<file path="config.mk">
export PLATFORM = sky130hd
export DESIGN_NAME = scan_row_sequencer
export DESIGN_NICKNAME = d
export VERILOG_FILES = /design/src/rtl/rss_pkg.sv /design/src/rtl/rss_scroll_offset.sv /design/src/rtl/rss_slot_fsm.sv /design/src/rtl/rss_row_map.sv /design/src/rtl/scan_row_sequencer.sv
export SDC_FILE = /design/constraint.sdc
export NUM_CORES = 1
export LEC_CHECK = 0
export ABC_AREA = 1
export BUFFER_PORTS_ARGS = -buffer_cell sky130_fd_sc_hd__buf_2
export CAP_MARGIN = 30
export CELL_PAD_IN_SITES_DETAIL_PLACEMENT = 2
export CELL_PAD_IN_SITES_GLOBAL_PLACEMENT = 2
export CORE_ASPECT_RATIO = 1.5
export CORE_UTILIZATION = 30
export CTS_CLUSTER_SIZE = 16
export DETAILED_ROUTE_END_ITERATION = 12
export HOLD_SLACK_MARGIN = 0.03
export MAX_ROUTING_LAYER = met4
export PLACE_DENSITY = 0.85
export SYNTH_ARGS = -nofsm -noshare
export SYNTH_HDL_FRONTEND = slang
export SYNTH_SLANG_ARGS = --single-unit
</file>
<file path="constraint.sdc">
create_clock -name clk -period 1.8 [get_ports clk]
set_clock_uncertainty 0.2 [all_clocks]
set_input_delay 0.18 -clock clk [delete_from_list [all_inputs] [get_ports clk]]
set_output_delay 0.18 -clock clk [all_outputs]
set_load 0.05 [all_outputs]
</file>
<file path="src/rtl/rss_pkg.sv">
package rss_pkg;
    typedef enum logic [0:0] {
        SEQ_GFX  = 1'b0,
        SEQ_ICON = 1'b1
    } seq_state_t;
endpackage

</file>
<file path="src/rtl/rss_scroll_offset.sv">
module rss_scroll_offset #(
    parameter int GFX_ROWS = 64,
    localparam int OW = $clog2(GFX_ROWS)
) (
    input  logic          clk,
    input  logic          rst_n,
    input  logic          restart,
    input  logic          half_mode,
    input  logic          scroll,
    input  logic          scroll_dn,
    output logic [OW-1:0] off_q,
    output logic [OW-1:0] off_nxt
);
    localparam logic [OW-1:0] LIM_FULL = OW'(GFX_ROWS - 1);
    localparam logic [OW-1:0] LIM_HALF = OW'(GFX_ROWS / 2 - 1);

    logic [OW-1:0] lim;
    assign lim = half_mode ? LIM_HALF : LIM_FULL;

    always_comb begin
        off_nxt = off_q;
        if (restart) begin
            off_nxt = '0;
        end else if (scroll) begin
            if (!scroll_dn) off_nxt = (off_q == lim) ? '0 : off_q + 1'b1;
            else            off_nxt = (off_q == '0) ? lim : off_q - 1'b1;
        end
    end

    always_ff @(posedge clk or negedge rst_n) begin
        if (!rst_n) off_q <= '0;
        else        off_q <= off_nxt;
    end

    AST_OFF_CLEAR: assert property (@(posedge clk) disable iff (!rst_n)
        restart |=> off_q == '0);
    AST_OFF_RANGE: assert property (@(posedge clk) disable iff (!rst_n)
        off_q <= lim);
    AST_OFF_IDLE: assert property (@(posedge clk) disable iff (!rst_n)
        (!restart && !scroll) |=> $stable(off_q));
endmodule

</file>
<file path="src/rtl/rss_slot_fsm.sv">
module rss_slot_fsm
    import rss_pkg::*;
#(
    parameter int GFX_ROWS      = 64,
    parameter int TICKS_PER_ROW = 8,
    localparam int IW = $clog2(GFX_ROWS + 1),
    localparam int SW = (TICKS_PER_ROW > 1) ? $clog2(TICKS_PER_ROW) : 1
) (
    input  logic          clk,
    input  logic          rst_n,
    input  logic          restart,
    input  logic          half_mode,
    input  logic          tick,
    output seq_state_t    state_q,
    output logic [IW-1:0] slot_q,
    output logic          wrap,
    output logic          frame_start
);
    localparam logic [SW-1:0] SUB_LAST  = SW'(TICKS_PER_ROW - 1);
    localparam logic [IW-1:0] LAST_FULL = IW'(GFX_ROWS - 1);
    localparam logic [IW-1:0] LAST_HALF = IW'(GFX_ROWS / 2 - 1);

    seq_state_t    state_d;
    logic [IW-1:0] slot_d;
    logic [SW-1:0] sub_q, sub_d;
    logic [IW-1:0] last_gfx;

    assign last_gfx = half_mode ? LAST_HALF : LAST_FULL;

    always_comb begin
        state_d = state_q;
        slot_d  = slot_q;
        sub_d   = sub_q;
        wrap    = 1'b0;
        if (restart) begin
            state_d = SEQ_GFX;
            slot_d  = '0;
            sub_d   = '0;
        end else if (tick) begin
            if (sub_q == SUB_LAST) begin
                sub_d = '0;
                unique case (state_q)
                    SEQ_GFX: begin
                        if (slot_q == last_gfx) state_d = SEQ_ICON;
                        slot_d = slot_q + 1'b1;
                    end
                    SEQ_ICON: begin
                        state_d = SEQ_GFX;
                        slot_d  = '0;
                        wrap    = 1'b1;
                    end
                endcase
            end else begin
                sub_d = sub_q + 1'b1;
            end
        end
    end

    always_ff @(posedge clk or negedge rst_n) begin
        if (!rst_n) begin
            state_q <= SEQ_GFX;
            slot_q  <= '0;
            sub_q   <= '0;
        end else begin
            state_q <= state_d;
            slot_q  <= slot_d;
            sub_q   <= sub_d;
        end
    end

    always_ff @(posedge clk or negedge rst_n) begin
        if (!rst_n) frame_start <= 1'b0;
        else        frame_start <= restart | wrap;
    end

    AST_SLOT_RANGE: assert property (@(posedge clk) disable iff (!rst_n)
        slot_q <= IW'(GFX_ROWS));
    AST_ICON_SLOT: assert property (@(posedge clk) disable iff (!rst_n)
        (state_q == SEQ_ICON) |-> (slot_q == last_gfx + 1'b1));
    AST_TICK_HOLD: assert property (@(posedge clk) disable iff (!rst_n)
        (!restart && !tick) |=> ($stable(slot_q) && $stable(sub_q)));
    AST_FS_SLOT0: assert property (@(posedge clk) disable iff (!rst_n)
        frame_start |-> (slot_q == '0 && state_q == SEQ_GFX));
endmodule

</file>
<file path="src/rtl/rss_row_map.sv">
module rss_row_map
    import rss_pkg::*;
#(
    parameter int GFX_ROWS = 64,
    localparam int OW = $clog2(GFX_ROWS),
    localparam int IW = $clog2(GFX_ROWS + 1)
) (
    input  seq_state_t    state,
    input  logic [IW-1:0] slot,
    input  logic [OW-1:0] frame_off,
    input  logic          half_mode,
    input  logic          row_rev,
    output logic [IW-1:0] mem_row
);
    localparam logic [OW-1:0] MASK_FULL = OW'(GFX_ROWS - 1);
    localparam logic [OW-1:0] MASK_HALF = OW'(GFX_ROWS / 2 - 1);

    logic [OW-1:0] mask, sum, base, row;

    always_comb begin
        mask = half_mode ? MASK_HALF : MASK_FULL;
        sum  = slot[OW-1:0] + frame_off;
        base = sum & mask;
        row  = row_rev ? (mask - base) : base;
        if (state == SEQ_ICON) mem_row = IW'(mask) + 1'b1;
        else                   mem_row = IW'(row);
    end
endmodule

</file>
<file path="src/rtl/scan_row_sequencer.sv">
module scan_row_sequencer
    import rss_pkg::*;
#(
    parameter int GFX_ROWS      = 64,
    parameter int TICKS_PER_ROW = 8,
    localparam int OW = $clog2(GFX_ROWS),
    localparam int IW = $clog2(GFX_ROWS + 1)
) (
    input  logic          clk,
    input  logic          rst_n,
    input  logic          tick,
    input  logic          mux_half,
    input  logic          row_rev,
    input  logic          scroll,
    input  logic          scroll_dn,
    output logic [IW-1:0] drv_idx,
    output logic [IW-1:0] mem_row,
    output logic          frame_start
);
    logic          mode_q;
    logic          restart;
    logic          wrap;
    seq_state_t    state_q;
    logic [OW-1:0] off_q, off_nxt, frame_off;

    assign restart = (mux_half != mode_q);

    always_ff @(posedge clk or negedge rst_n) begin
        if (!rst_n) mode_q <= 1'b0;
        else        mode_q <= mux_half;
    end

    rss_scroll_offset #(.GFX_ROWS(GFX_ROWS)) u_offset (
        .clk       (clk),
        .rst_n     (rst_n),
        .restart   (restart),
        .half_mode (mode_q),
        .scroll    (scroll),
        .scroll_dn (scroll_dn),
        .off_q     (off_q),
        .off_nxt   (off_nxt)
    );

    rss_slot_fsm #(.GFX_ROWS(GFX_ROWS), .TICKS_PER_ROW(TICKS_PER_ROW)) u_fsm (
        .clk         (clk),
        .rst_n       (rst_n),
        .restart     (restart),
        .half_mode   (mode_q),
        .tick        (tick),
        .state_q     (state_q),
        .slot_q      (drv_idx),
        .wrap        (wrap),
        .frame_start (frame_start)
    );

    always_ff @(posedge clk or negedge rst_n) begin
        if (!rst_n)       frame_off <= '0;
        else if (restart) frame_off <= '0;
        else if (wrap)    frame_off <= off_nxt;
    end

    rss_row_map #(.GFX_ROWS(GFX_ROWS)) u_map (
        .state     (state_q),
        .slot      (drv_idx),
        .frame_off (frame_off),
        .half_mode (mode_q),
        .row_rev   (row_rev),
        .mem_row   (mem_row)
    );

    AST_ICON_ROW: assert property (@(posedge clk) disable iff (!rst_n)
        (state_q == SEQ_ICON) |-> (mem_row == (mode_q ? IW'(GFX_ROWS / 2) : IW'(GFX_ROWS))));
    AST_FOFF_HOLD: assert property (@(posedge clk) disable iff (!rst_n)
        (!wrap && !restart) |=> $stable(frame_off));
    AST_MODE_RESTART: assert property (@(posedge clk) disable iff (!rst_n)
        restart |=> (drv_idx == '0 && frame_start));
    AST_GFX_ROW_RANGE: assert property (@(posedge clk) disable iff (!rst_n)
        (state_q == SEQ_GFX) |-> (mem_row < (mode_q ? IW'(GFX_ROWS / 2) : IW'(GFX_ROWS))));
endmodule

</file>
==> results.md <==
* Status: finished with violations
* Failing checks: negative setup slack
* GR peak layer: met2
* Antenna-violating nets left at 0
* Antenna violations before repair at 0
* Synth warn at 0
* CTS root buf: clkbuf_8
* Slowest-stage cell, CP: dfrtp_1
* DR vias at 1868
* Worst r2r src: u_offset.off_q[0]
* Commonest cells in the netlist: nand2_1, inv_1, nor2_1, dfrtp_1, nand3_1
* Tightest Hold Check Type: input pin to flop
* Dpl ws at -337 ps
* I/O Buffers at 21
* Crit path cell chain: ha_4 -> inv_2 -> fa_2 -> or2_4 -> nand2_2 -> a21oi_4 -> o21ai_2 -> a21oi_4 -> buf_6
* FFs w/ async S/R, synth at 100%
* Die Width at 65.1 microns
* Area grow syn2layout at 46.3%
* Final Hold Vio Count at 0
* Worst setup EP type: output pin
* Core Footprint at 5790 sq um
* Max stage delay on crit path at 410 ps
* Gr ovfl total at 0
* Max-Cap Viols at 0
* # rows at 34
* DRC Markers at 0
* Worst Path Arrival at 2010 ps
* Final Slew Violations at 0
* DRT Wirelength at 7410 microns
* First-pass GRT wire length at 10800 microns
* RePlAce Congestion at 0.778
* CTS Buf Count at 3
* Post-synthesis cell count at 237
* Part of the cycle the worst path needs at 133%
* Routed WL per cell at 20.3 microns
* Avg Cell Area, Syn at 7.55 sq um
* RSZ-0062 raised after global routing: yes
* Worst flop-to-flop path endpoint: frame_off[0]
* Post-synthesis sequential area ratio at 34.9%
* Fillers at 674
* Share of cells above drive strength 1 at 42.0%
* Die Area at 6290 sq um
* TritonCTS clock tree: built
* Die height at 96.6 microns
* Crit-path max FO at 2
* VDD IR max at 467 uV
* Bufs on Longest Clock Path at 2
* Number of global-route vias before repair at 2071
* Placed cell areas at 2250 sq um
* FMAX at 0.419 GHz
* Synth Flop Type: dfrtp_1
* Post-Syn Area at 1790 sq um
* Least-Margin Pin Slew at 605 ps
* Avg Vias per Cell at 5.12
* Dpl hpwl at 4940 microns
* Min cycle time layout at 2390 ps
* Global-route usage over all layers at 23.8%
* Grt met1 use at 23.8%
* #FFs+latches synth at 25
* Reg2Reg Setup Slack at -30 ps
* Clock slew seen by the registers of the worst setup and hold paths at 90 ps
* Setup ws final at -589 ps
* Top cells by area, synth: dfrtp_1, nand2_1, ha_1
* WP data required at 1420 ps
* CTS HTree Levels at 1
* Synth unique cells at 34
* Dominant cell type by area after synthesis: dfrtp_1
* Initial Util at 30.9%
* Largest net degree at the start of global routing at 26
* CP Launch Type: flop
* WHS Path Cells at 1
* Post-synth EDFFs at 0
* Synth Net Count at 256
* Hold_ws at 66.6 ps
* Met2 usage at 45.0%
* Worst skew pair latency at 270 ps
* Most used cell, CP: a21oi_4
* Finished layout cell area at 2620 sq um
* PD cells at 737 nW/um^2
* First-pass DRT Iterations at 4
* Met3 Track Usage GR at 2.59%
* Endpoints failing setup at 6
* Pleak at 1.28 nW
* # IOs at 22
* Antenna cells at 0
* FF-to-FF path depth at 8
* Number of DRC markers in iteration 0 at 29
* Synth top area share at 34.9%
* Crit path kind: flop to output pin
* Hold EP: mode_q
* Final nets at 313
* Slew margin rel. at 59.6%
* HP Start: mux_half
* Most numerous cell in the Yosys netlist: nand2_1
* Total clock sinks at 25
-- registers in the layout (all words and copies together) (netlist names) --
register	cells
u_fsm.slot_q	7
frame_off	6
u_offset.off_q	6
u_fsm.sub_q	3
mode_q	1
u_fsm.frame_start	1
u_fsm.state_q	1
-- metrics by stage --
stage,power (mW),instances,utilization (%),setup TNS [ps]
after floorplan,1.15,237,-,-1300
after global placement,1.33,348,38.8,-1010
after detailed placement,1.38,348,38.8,-1610
after CTS,1.81,360,42.3,-2420
after global routing,2.02,365,45.3,-3300
final,1.93,365,45.3,-2580
-- critical path, delay by kind of cell (launching register included) --
family	cells	cell delay, ps
AOI/OAI and AO/OA	3	290
buffers and inverters	2	190
and+or+nand+nor	2	330
adders and majority gates	2	500
DFF	1	410
-- layout make-up --
class	count	area (sq um)	share of cell area, %
Timing Repair Buffer	57	447	17.1
Inverter	36	143	5.45
Tap cell	72	90.1	3.44
Clock buffer	4	45.0	1.72
Sequential cell	25	633	24.2
Multi-Input combinational cell	171	1260	48.2
-- layer usage --
layer / wire length (microns) / share of wire [%]
met2: 4540 / 61
met4: 195 / 2.6
met3: 118 / 1.6
met5: 0 / 0
met1: 2550 / 34
-- power by group --
| group | switching, mW | total (mW) | internal (mW) |
|---|---|---|---|
| clock network | 0.186 | 0.345 | 0.159 |
| registers | 0.0701 | 0.683 | 0.613 |
| logic | 0.537 | 0.901 | 0.364 |
| total | 0.793 | 1.93 | 1.14 |
-- logic make-up after synthesis --
logic type | Yosys count | synth area share [%]
compound gates | 34 | 10.9
buf+inv | 41 | 9.71
flops | 25 | 34.9
xor+xnor | 14 | 7.90
fa+ha+maj | 12 | 8.80
simple gates | 111 | 27.7
-- layout by cell type, fill, tap and decap left out, types with 2 or more instances in the layout --
master | synthesis | routed
nand2_1 | 48 | 38
buf_4 | 0 | 31
inv_1 | 34 | 29
nor2_1 | 27 | 19
dfrtp_1 | 25 | 19
nand3_1 | 18 | 15
buf_2 | 2 | 13
a21oi_1 | 15 | 12
nor2_2 | 4 | 8
nand2_2 | 1 | 8
buf_6 | 2 | 7
ha_4 | 0 | 6
dfrtp_2 | 0 | 6
inv_2 | 1 | 5
nand4_1 | 5 | 5
xnor2_1 | 6 | 5
o21ai_2 | 1 | 5
o21ai_1 | 4 | 5
nand2_4 | 1 | 4
xor2_2 | 0 | 4
nor2_4 | 0 | 4
ha_1 | 11 | 4
a21oi_4 | 0 | 3
xor2_1 | 7 | 3
nand3_2 | 0 | 3
clkbuf_8 | 0 | 3
o211ai_1 | 2 | 2
and2_1 | 2 | 2
a31oi_1 | 2 | 2
dlygate4sd3_1 | 0 | 2
buf_8 | 0 | 2
-- timing repair --
action                                  CTS  global route
endpoints found under the setup margin   18            23
gates resized for setup                  24            39
hold buffers                              3             0
pin swaps                                 8            17
gates cloned                              0             0
hold endpoints to repair                 28             0
setup buffers                             5             6
-- worst max path at each step --
stage                    start         end  cells past startpoint
5_1_grt           frame_off[0]  mem_row[4]                      9
3_3_place_gp      frame_off[0]  mem_row[4]                      9
6_report          frame_off[0]  mem_row[4]                      9
2_1_floorplan  u_fsm.slot_q[0]  mem_row[4]                      7
3_5_place_dp      frame_off[0]  mem_row[4]                      9
4_1_cts           frame_off[0]  mem_row[4]                      9
No activity file was read; power rests on OpenSTA's default activity.
